<file path="src/rtl/adc_scan_pkg.sv">
package adc_scan_pkg;

  typedef enum logic {
    SCAN_IDLE = 1'b0,
    SCAN_CONV = 1'b1
  } scan_state_e;

  typedef struct packed {
    logic cmp_en;
    logic ge_mode;
  } cmp_mode_t;

  localparam int unsigned TRIG_EXT_PIN  = 0;
  localparam int unsigned TRIG_TIMER    = 1;
  localparam int unsigned TRIG_PWM_SYNC = 2;
  localparam int unsigned TRIG_CHAIN    = 3;

endpackage

</file>
<file path="src/rtl/adc_trig_edge.sv">
module adc_trig_edge #(
  parameter int unsigned NTRIG = 4,
  parameter int unsigned SEL_W = 2
) (
  input  logic             clk,
  input  logic             rst_n,
  input  logic [NTRIG-1:0] trig_in,
  input  logic [SEL_W-1:0] sel,
  input  logic             pol,
  output logic             trig_evt
);

  // two synchroniser stages plus one history stage per line
  logic [NTRIG-1:0] sync_a, sync_b, hist;

  always_ff @(posedge clk or negedge rst_n) begin
    if (!rst_n) begin
      sync_a <= '0;
      sync_b <= '0;
      hist   <= '0;
    end else begin
      sync_a <= trig_in;
      sync_b <= sync_a;
      hist   <= sync_b;
    end
  end

  logic cur_lvl, old_lvl;
  always_comb begin
    cur_lvl = 1'b0;
    old_lvl = 1'b0;
    if (int'(sel) < NTRIG) begin
      cur_lvl = sync_b[sel];
      old_lvl = hist[sel];
    end
    trig_evt = pol ? (cur_lvl & ~old_lvl) : (~cur_lvl & old_lvl);
  end

endmodule

</file>
<file path="src/rtl/adc_cfg_bank.sv">
module adc_cfg_bank
  import adc_scan_pkg::*;
#(
  parameter int unsigned NCH    = 8,
  parameter int unsigned RES_W  = 10,
  parameter int unsigned SEL_W  = 2,
  parameter int unsigned ADDR_W = 4,
  parameter int unsigned WD     = 12
) (
  input  logic                        clk,
  input  logic                        rst_n,
  input  logic                        wr_en,
  input  logic [ADDR_W-1:0]           wr_addr,
  input  logic [WD-1:0]               wr_data,
  input  logic                        cfg_update,
  input  logic [NCH-1:0]              mask_in,
  input  logic                        cont_in,
  input  logic [SEL_W-1:0]            sel_in,
  input  logic                        pol_in,
  output logic [NCH-1:0]              act_mask,
  output logic                        act_cont,
  output logic [SEL_W-1:0]            act_sel,
  output logic                        act_pol,
  output logic [NCH-1:0][RES_W-1:0]   act_thr,
  output cmp_mode_t [NCH-1:0]         act_cmp,
  output logic [NCH-1:0]              clr_vec
);

  localparam logic [ADDR_W-1:0] CLR_ADDR = ADDR_W'(NCH);

  assign clr_vec = (wr_en && wr_addr == CLR_ADDR) ? wr_data[NCH-1:0] : '0;

  always_ff @(posedge clk or negedge rst_n) begin
    if (!rst_n) begin
      act_mask <= '0;
      act_cont <= 1'b0;
      act_sel  <= '0;
      act_pol  <= 1'b1;
    end else if (cfg_update) begin
      act_mask <= mask_in;
      act_cont <= cont_in;
      act_sel  <= sel_in;
      act_pol  <= pol_in;
    end
  end

  for (genvar g = 0; g < NCH; g++) begin : g_chan_cfg
    logic [RES_W-1:0] thr_stg;
    cmp_mode_t        cmp_stg;
    logic             hit_addr;

    assign hit_addr = wr_en && (wr_addr == ADDR_W'(g));

    always_ff @(posedge clk or negedge rst_n) begin
      if (!rst_n) begin
        thr_stg <= '0;
        cmp_stg <= '0;
      end else if (hit_addr) begin
        thr_stg <= wr_data[RES_W-1:0];
        cmp_stg <= '{cmp_en: wr_data[RES_W+1], ge_mode: wr_data[RES_W]};
      end
    end

    always_ff @(posedge clk or negedge rst_n) begin
      if (!rst_n) begin
        act_thr[g] <= '0;
        act_cmp[g] <= '0;
      end else if (cfg_update) begin
        act_thr[g] <= thr_stg;
        act_cmp[g] <= cmp_stg;
      end
    end
  end

endmodule

</file>
<file path="src/rtl/adc_result_bank.sv">
module adc_result_bank
  import adc_scan_pkg::*;
#(
  parameter int unsigned NCH   = 8,
  parameter int unsigned RES_W = 10,
  parameter int unsigned CH_W  = 3
) (
  input  logic                      clk,
  input  logic                      rst_n,
  input  logic                      store,
  input  logic [CH_W-1:0]           store_ch,
  input  logic [RES_W-1:0]          store_data,
  input  logic [NCH-1:0][RES_W-1:0] thr,
  input  cmp_mode_t [NCH-1:0]       cmp,
  input  logic [NCH-1:0]            clr_vec,
  output logic [NCH-1:0][RES_W-1:0] res,
  output logic [NCH-1:0]            flag,
  output logic [NCH-1:0]            hit_vec
);

  function automatic logic cmp_met(input logic [RES_W-1:0] code,
                                   input logic [RES_W-1:0] limit,
                                   input cmp_mode_t        mode);
    logic below;
    below = code < limit;
    return mode.cmp_en && (mode.ge_mode ? !below : below);
  endfunction

  for (genvar g = 0; g < NCH; g++) begin : g_chan_res
    logic wr_here;
    assign wr_here    = store && (store_ch == CH_W'(g));
    assign hit_vec[g] = wr_here && cmp_met(store_data, thr[g], cmp[g]);

    always_ff @(posedge clk or negedge rst_n) begin
      if (!rst_n) begin
        res[g] <= '0;
      end else if (wr_here) begin
        res[g] <= store_data;
      end
    end

    always_ff @(posedge clk or negedge rst_n) begin
      if (!rst_n) begin
        flag[g] <= 1'b0;
      end else if (hit_vec[g]) begin
        flag[g] <= 1'b1;
      end else if (clr_vec[g]) begin
        flag[g] <= 1'b0;
      end
    end
  end

endmodule

</file>
<file path="src/rtl/adc_scan_fsm.sv">
module adc_scan_fsm
  import adc_scan_pkg::*;
#(
  parameter int unsigned NCH  = 8,
  parameter int unsigned CH_W = 3
) (
  input  logic            clk,
  input  logic            rst_n,
  input  logic            trig_evt,
  input  logic            pwr_down,
  input  logic [NCH-1:0]  mask,
  input  logic            cont,
  input  logic            conv_done,
  output logic            conv_start,
  output logic [CH_W-1:0] cur_ch,
  output logic            busy,
  output logic            scan_done,
  output logic            store
);

  // lowest enabled index at or above 'from'; MSB flags a find
  function automatic logic [CH_W:0] pick_next(input logic [NCH-1:0] m,
                                              input logic [CH_W:0]  from);
    logic [CH_W:0] r;
    r = '0;
    for (int i = NCH - 1; i >= 0; i--) begin
      if (m[i] && (i >= int'(from))) r = {1'b1, CH_W'(i)};
    end
    return r;
  endfunction

  scan_state_e   state;
  logic [CH_W:0] first_pick, next_pick;

  assign first_pick = pick_next(mask, '0);
  assign next_pick  = pick_next(mask, {1'b0, cur_ch} + 1'b1);
  assign busy       = (state == SCAN_CONV);
  assign store      = busy && conv_done && !pwr_down;

  always_ff @(posedge clk or negedge rst_n) begin
    if (!rst_n) begin
      state      <= SCAN_IDLE;
      cur_ch     <= '0;
      conv_start <= 1'b0;
      scan_done  <= 1'b0;
    end else begin
      conv_start <= 1'b0;
      scan_done  <= 1'b0;
      if (pwr_down) begin
        state <= SCAN_IDLE;
      end else begin
        unique case (state)
          SCAN_IDLE: begin
            if (trig_evt && first_pick[CH_W]) begin
              cur_ch     <= first_pick[CH_W-1:0];
              conv_start <= 1'b1;
              state      <= SCAN_CONV;
            end
          end
          SCAN_CONV: begin
            if (conv_done) begin
              if (next_pick[CH_W]) begin
                cur_ch     <= next_pick[CH_W-1:0];
                conv_start <= 1'b1;
              end else begin
                scan_done <= 1'b1;
                if (cont && first_pick[CH_W]) begin
                  cur_ch     <= first_pick[CH_W-1:0];
                  conv_start <= 1'b1;
                end else begin
                  state <= SCAN_IDLE;
                end
              end
            end
          end
          default: state <= SCAN_IDLE;
        endcase
      end
    end
  end

endmodule

</file>
<file path="src/rtl/adc_scan_ctrl.sv">
module adc_scan_ctrl
  import adc_scan_pkg::*;
#(
  parameter int unsigned NCH   = 8,
  parameter int unsigned RES_W = 10,
  parameter int unsigned NTRIG = 4,
  localparam int unsigned CH_W   = $clog2(NCH),
  localparam int unsigned SEL_W  = $clog2(NTRIG),
  localparam int unsigned ADDR_W = $clog2(NCH + 1),
  localparam int unsigned WD     = (RES_W + 2 > NCH) ? RES_W + 2 : NCH
) (
  input  logic                   clk,
  input  logic                   rst_n,
  input  logic [NCH-1:0]         en_mask,
  input  logic                   cont_mode,
  input  logic [SEL_W-1:0]       trig_sel,
  input  logic                   trig_pol,
  input  logic                   cfg_update,
  input  logic                   wr_en,
  input  logic [ADDR_W-1:0]      wr_addr,
  input  logic [WD-1:0]          wr_data,
  input  logic [NTRIG-1:0]       trig_in,
  input  logic                   pwr_down,
  output logic                   conv_start,
  output logic [CH_W-1:0]        conv_chan,
  input  logic                   conv_done,
  input  logic [RES_W-1:0]       conv_data,
  output logic [NCH*RES_W-1:0]   res_flat,
  output logic [NCH-1:0]         cmp_flag,
  output logic                   scan_done,
  output logic                   busy
);

  logic [NCH-1:0]            act_mask;
  logic                      act_cont;
  logic [SEL_W-1:0]          act_sel;
  logic                      act_pol;
  logic [NCH-1:0][RES_W-1:0] act_thr;
  cmp_mode_t [NCH-1:0]       act_cmp;
  logic [NCH-1:0]            clr_vec;
  logic                      trig_evt;
  logic                      store;
  logic [NCH-1:0][RES_W-1:0] res_q;
  logic [NCH-1:0]            hit_vec;

  adc_cfg_bank #(
    .NCH(NCH), .RES_W(RES_W), .SEL_W(SEL_W), .ADDR_W(ADDR_W), .WD(WD)
  ) u_cfg (
    .clk(clk), .rst_n(rst_n), .wr_en(wr_en), .wr_addr(wr_addr),
    .wr_data(wr_data), .cfg_update(cfg_update), .mask_in(en_mask),
    .cont_in(cont_mode), .sel_in(trig_sel), .pol_in(trig_pol),
    .act_mask(act_mask), .act_cont(act_cont), .act_sel(act_sel),
    .act_pol(act_pol), .act_thr(act_thr), .act_cmp(act_cmp),
    .clr_vec(clr_vec)
  );

  adc_trig_edge #(.NTRIG(NTRIG), .SEL_W(SEL_W)) u_trig (
    .clk(clk), .rst_n(rst_n), .trig_in(trig_in), .sel(act_sel),
    .pol(act_pol), .trig_evt(trig_evt)
  );

  adc_scan_fsm #(.NCH(NCH), .CH_W(CH_W)) u_fsm (
    .clk(clk), .rst_n(rst_n), .trig_evt(trig_evt), .pwr_down(pwr_down),
    .mask(act_mask), .cont(act_cont), .conv_done(conv_done),
    .conv_start(conv_start), .cur_ch(conv_chan), .busy(busy),
    .scan_done(scan_done), .store(store)
  );

  adc_result_bank #(.NCH(NCH), .RES_W(RES_W), .CH_W(CH_W)) u_res (
    .clk(clk), .rst_n(rst_n), .store(store), .store_ch(conv_chan),
    .store_data(conv_data), .thr(act_thr), .cmp(act_cmp),
    .clr_vec(clr_vec), .res(res_q), .flag(cmp_flag), .hit_vec(hit_vec)
  );

  assign res_flat = res_q;

endmodule

</file>
<file path="config.mk">
export PLATFORM = sky130hd
export DESIGN_NAME = adc_scan_ctrl
export DESIGN_NICKNAME = d
export VERILOG_FILES = /design/src/rtl/adc_scan_pkg.sv /design/src/rtl/adc_trig_edge.sv /design/src/rtl/adc_cfg_bank.sv /design/src/rtl/adc_result_bank.sv /design/src/rtl/adc_scan_fsm.sv /design/src/rtl/adc_scan_ctrl.sv
export SDC_FILE = /design/constraint.sdc
export NUM_CORES = 1
export LEC_CHECK = 0
export CORE_MARGIN = 2
export CORE_UTILIZATION = 57
export DETAILED_ROUTE_END_ITERATION = 7
export PLACE_DENSITY = 0.8
export SYNTH_ARGS = -nofsm -noshare
export SYNTH_HDL_FRONTEND = slang
export SYNTH_SLANG_ARGS = --single-unit
</file>
<file path="constraint.sdc">
create_clock -name clk -period 2.6 [get_ports clk]
set_input_delay 0.26 -clock clk [delete_from_list [all_inputs] [get_ports clk]]
set_output_delay 0.26 -clock clk [all_outputs]
set_load 0.01 [all_outputs]
</file>
==> results.md <==
Status:
- The run finished with clean final reports.

Cells and area:
- At the end of the flow, the number of nets in the layout was approximately 1400.
- The library cells used most frequently in the layout, excluding fill and tap cells, are sky130_fd_sc_hd__dfrtp_1 (309), sky130_fd_sc_hd__mux2_2 (204), sky130_fd_sc_hd__clkdlybuf4s50_1 (139).
- The synthesis-to-finish area growth is 22.49%.
- The number of antenna diodes in the final layout is 0.
- Measured on the finished design, the core utilization comes to 0.7126.
- Leaving out fill and tap cells, the most frequent cell in the layout is sky130_fd_sc_hd__dfrtp_1.
- Of the cells placed in the final design, the portion with a size suffix greater than 1 is 0.2343.

CTS:
- The later pin in the worst-skew pair is clocked with a latency of ~0.56 ns.
- TritonCTS built the clock tree.
- TritonCTS created 31 clock buffers.
- The CTS clock-pin slew for the worst setup and hold paths is 0.06 ns.
- The sink count of the clock tree is 310.
- The clock root buffer is sky130_fd_sc_hd__clkbuf_16.
- The maximum count of clock buffers along a single path is 3.
- Once the clock tree was built, the resizer swapped 0 gates to a different size.
- The number of H-tree levels is 1.

Synth:
- The post-synthesis cell type count is 47.
- The mapped netlist covers approximately 14000 um2.
- The share of synthesized area occupied by flip-flops and latches is 0.5682.
- The share of Yosys cell area claimed by the top area cell type is 0.5662.
- The most used flip-flop cell after synthesis is sky130_fd_sc_hd__dfrtp_1.
- The number of synthesized flops with an enable pin is 0.
- Counting every net in the synthesized netlist gives about 1200.
- The proportion of synthesized flip-flops having asynchronous set or reset is 1.000.
- Dividing the synthesized area by the synthesized cell count gives 12.43 um2.
- The top cell type by total area after synthesis is sky130_fd_sc_hd__dfrtp_1.
- The number of warning messages in the yosys log is 0.
- By area the synthesized netlist is led by sky130_fd_sc_hd__dfrtp_1 (57%), sky130_fd_sc_hd__mux2_2 (17%), sky130_fd_sc_hd__ha_1 (7.2%).
- Synthesis produced a netlist whose cell count is around 1100.
- The synthesized design contains a little over 300 register bits.

Detailed routing:
- Once detail routing completed, the nets flagged for antenna violations numbered 0.
- Summing over every cut layer, the via total after detailed routing is 9223.
- In the final routed layout, each cell accounts on average for around 20 um.
- After detailed routing, the number of vias per cell comes to roughly 5.7.
- The DRC marker count from the first detailed-route iteration is 570.
- Before antenna repair, the detailed router went through 5 iterations.
- For this run, design rule violations remaining after detail routing come to 0.
- The total routed wirelength is between 30000 and 40000 um.

STA:
- Setup repair after global routing left no endpoint under its margin.
- In the finished design, the share of the clock period the worst path needs comes to 0.9277.
- The worst clock skew is 0.01220 ns.
- The setup violation total in the final timing report is 0.
- The minimum period implied by the final worst setup slack is between 2 and 2.5 ns.
- The number of hold violations in the final report came to 0.
- The number of pins with negative max-slew slack in the final report is 0.
- For the final routed database, the setup TNS stands at 0 ns.
- The highest clock rate is 414.6 MHz.
- For the pin with the worst max-slew slack, the measured transition is 0.7655 ns.
- In this run the tightest slew margin relative to its limit is 0.4880.

Power and ir drop:
- The share of total power dissipated in the clock network is 0.291.
- The combinational share of power is 0.267.
- The share of total power dissipated in sequential elements is 0.442.
- Internal power comes to ~0.011 W.
- VDD sags by at most around 0.00065 V.
- The switching power share of the total is 0.2817.
- The analysis attributes to net switching a power of 0.004227 W.
- In this run the static leakage power is a little under 8 nW.
- Power spread over the standard cell area amounts to 897.2 nW/um2.

Job:
- Max-cap violations in this run came to 0.

Setup path:
- The data required time at the worst endpoint is roughly 3.1 ns.
- The setup check on the worst reg-to-reg path leaves a slack of around 0.19 ns.
- Along the worst path, the maximum fanout reaches 7.
- The type of destination of the critical path is a flip-flop.
- The critical path is of the reg2reg type.
- The startpoint kind of the worst setup timing path is a flip-flop.
- For the worst setup path, the data arrival time is around 2.9 ns.

Floorplanning:
- The starting density of the core is 0.5818.
- The I/O pin count is 142.
- Measured along the y axis, the die boundary spans 158.8 um.
- In this run the standard cell core region covers 23470 um2.
- The placement row count is 56.
- The die is approximately 160 um wide.
- The floorplan step defined a die boundary enclosing 25210 um2.

Place:
- The count of input and output buffers is about 140.
- At the end of routability-driven placement, the weighted congestion stood at 0.8460.
- Once detailed placement completed, the half-perimeter wirelength came to 21020 um.

Global routing:
- The initial antenna violation count is 0.
- The number of global-route vias before repair is around 9500.
- The overall track demand over capacity in global routing is 0.2625.
- The first global-routing pass estimated ~52000 um of wire.
- The maximum number of pins on one net before global-route repair is between 70 and 80.
- Global routing finished with a remaining overflow of 0.

Hold path:
- In this run the worst hold path is classified as in2reg.
==> worst paths after layout <==
path / start / endpoint / cells after the start
min in group asynchronous: rst_n / u_cfg.act_thr[16]$_DFFE_PN0P_ / 2
min reg2reg: u_trig.sync_a[3]$_DFF_PN0_ / u_trig.sync_b[3]$_DFF_PN0_ / 0
max: u_fsm.cur_ch[0]$_DFFE_PN0P_ / u_fsm.cur_ch[0]$_DFFE_PN0P_ / 8
max reg2reg: u_fsm.cur_ch[0]$_DFFE_PN0P_ / u_fsm.cur_ch[0]$_DFFE_PN0P_ / 8
max in group asynchronous: rst_n / u_cfg.act_thr[67]$_DFFE_PN0P_ / 3
min: cfg_update / u_cfg.act_thr[57]$_DFFE_PN0P_ / 3
==> stage by stage <==
stage          power, W  setup slack, ns  cell area, um2  cells  hold WS [ns]
5_1_grt         0.01578          0.03988           16730   1621        0.1279
4_1_cts         0.01508           0.1889           16730   1621       0.09906
2_1_floorplan  0.008724           0.3610           13660   1099      -0.03559
6_report        0.01501           0.1879           16730   1621        0.1067
3_5_place_dp    0.01067          0.03576           15720   1565        0.2846
3_3_place_gp    0.01043           0.1441           15720   1565        0.2715
==> what timing repair did <==
action / CTS / global route
hold endpoints to repair: 71 / 0
setup buffers: 0 / 0
hold buffers: 1 / 0
==> per-layer routing <==
metal | global-route usage | wire [um] | vias to the layer above | share of wire
met5 | 0 | 0 | - | 0
met1 | 0.3520 | 13720 | 4644 | 0.42
met2 | 0.4387 | 15720 | 302 | 0.48
met3 | 0.04389 | 2103 | 70 | 0.064
li1 | - | - | 4207 | -
met4 | 0.08632 | 1140 | 0 | 0.035
==> power by group through the flow <==
stage | registers, W | logic [W] | clock network, W
after floorplan | 0.00680 | 0.00192 | 0
after global placement | 0.00663 | 0.00380 | 0
after detailed placement | 0.00670 | 0.00397 | 0
after CTS | 0.00663 | 0.00403 | 0.00443
after global routing | 0.00676 | 0.00438 | 0.00463
final | 0.00663 | 0.00401 | 0.00437
==> cell families after synthesis <==
logic type / share of synthesized area
compound gates: 0.08879
flops: 0.5682
buf+inv: 0.03473
mux: 0.1746
simple gates: 0.06130
fa+ha+maj: 0.07238
==> layout make-up <==
cell class	count	area, um2
clock inverter	10	110.1
multi-input combinational	663	5433
fill	1590	6745
sequential	310	7759
tap	319	399.1
clock buffer	45	888.4
timing repair buffer	187	1812
inverter	87	326.6
==> critical path: stages, from the launching register on <==
cell and delay, ns:
sky130_fd_sc_hd__dfrtp_1 0.42, sky130_fd_sc_hd__ha_1 0.30, sky130_fd_sc_hd__ha_1 0.38, sky130_fd_sc_hd__o21ai_0 0.10, sky130_fd_sc_hd__nand3_1 0.12, sky130_fd_sc_hd__nand3b_1 0.22
sky130_fd_sc_hd__o211ai_1 0.28, sky130_fd_sc_hd__mux2_2 0.37, sky130_fd_sc_hd__mux2i_1 0.13
==> synth_stat cells (all sizes together), types with 2 or more instances <==
library cell,count
a31oi,2
nor4,9
nand3,8
o21a,16
clkbuf,33
a2111oi,8
o21ai,87
o31a,8
a21oi,18
inv,87
mux4,2
a211oi,8
a21boi,2
dfrtp,309
nor3,2
nor3b,4
o211ai,10
a21o,17
nand2,117
nand3b,4
nor2,14
and2,9
mux2i,2
mux2,205
nand2b,12
buf,6
o21bai,2
ha,79
o41ai,8
==> registers in the layout (all words and copies together) (netlist names) <==
signal and cells:
u_cfg.act_cmp 16, u_cfg.act_cont 1, u_cfg.act_mask 8, u_cfg.act_pol 1, u_cfg.act_sel 2, u_cfg.act_thr 80, u_cfg.g_chan_cfg.cmp_stg 16, u_cfg.g_chan_cfg.thr_stg 80
u_fsm.busy 1, u_fsm.conv_start 1, u_fsm.cur_ch 3, u_fsm.scan_done 1, u_res.flag 8, u_res.res 80, u_trig.hist 4, u_trig.sync_a 4
u_trig.sync_b 4
Power figures use the tool's default switching activity.
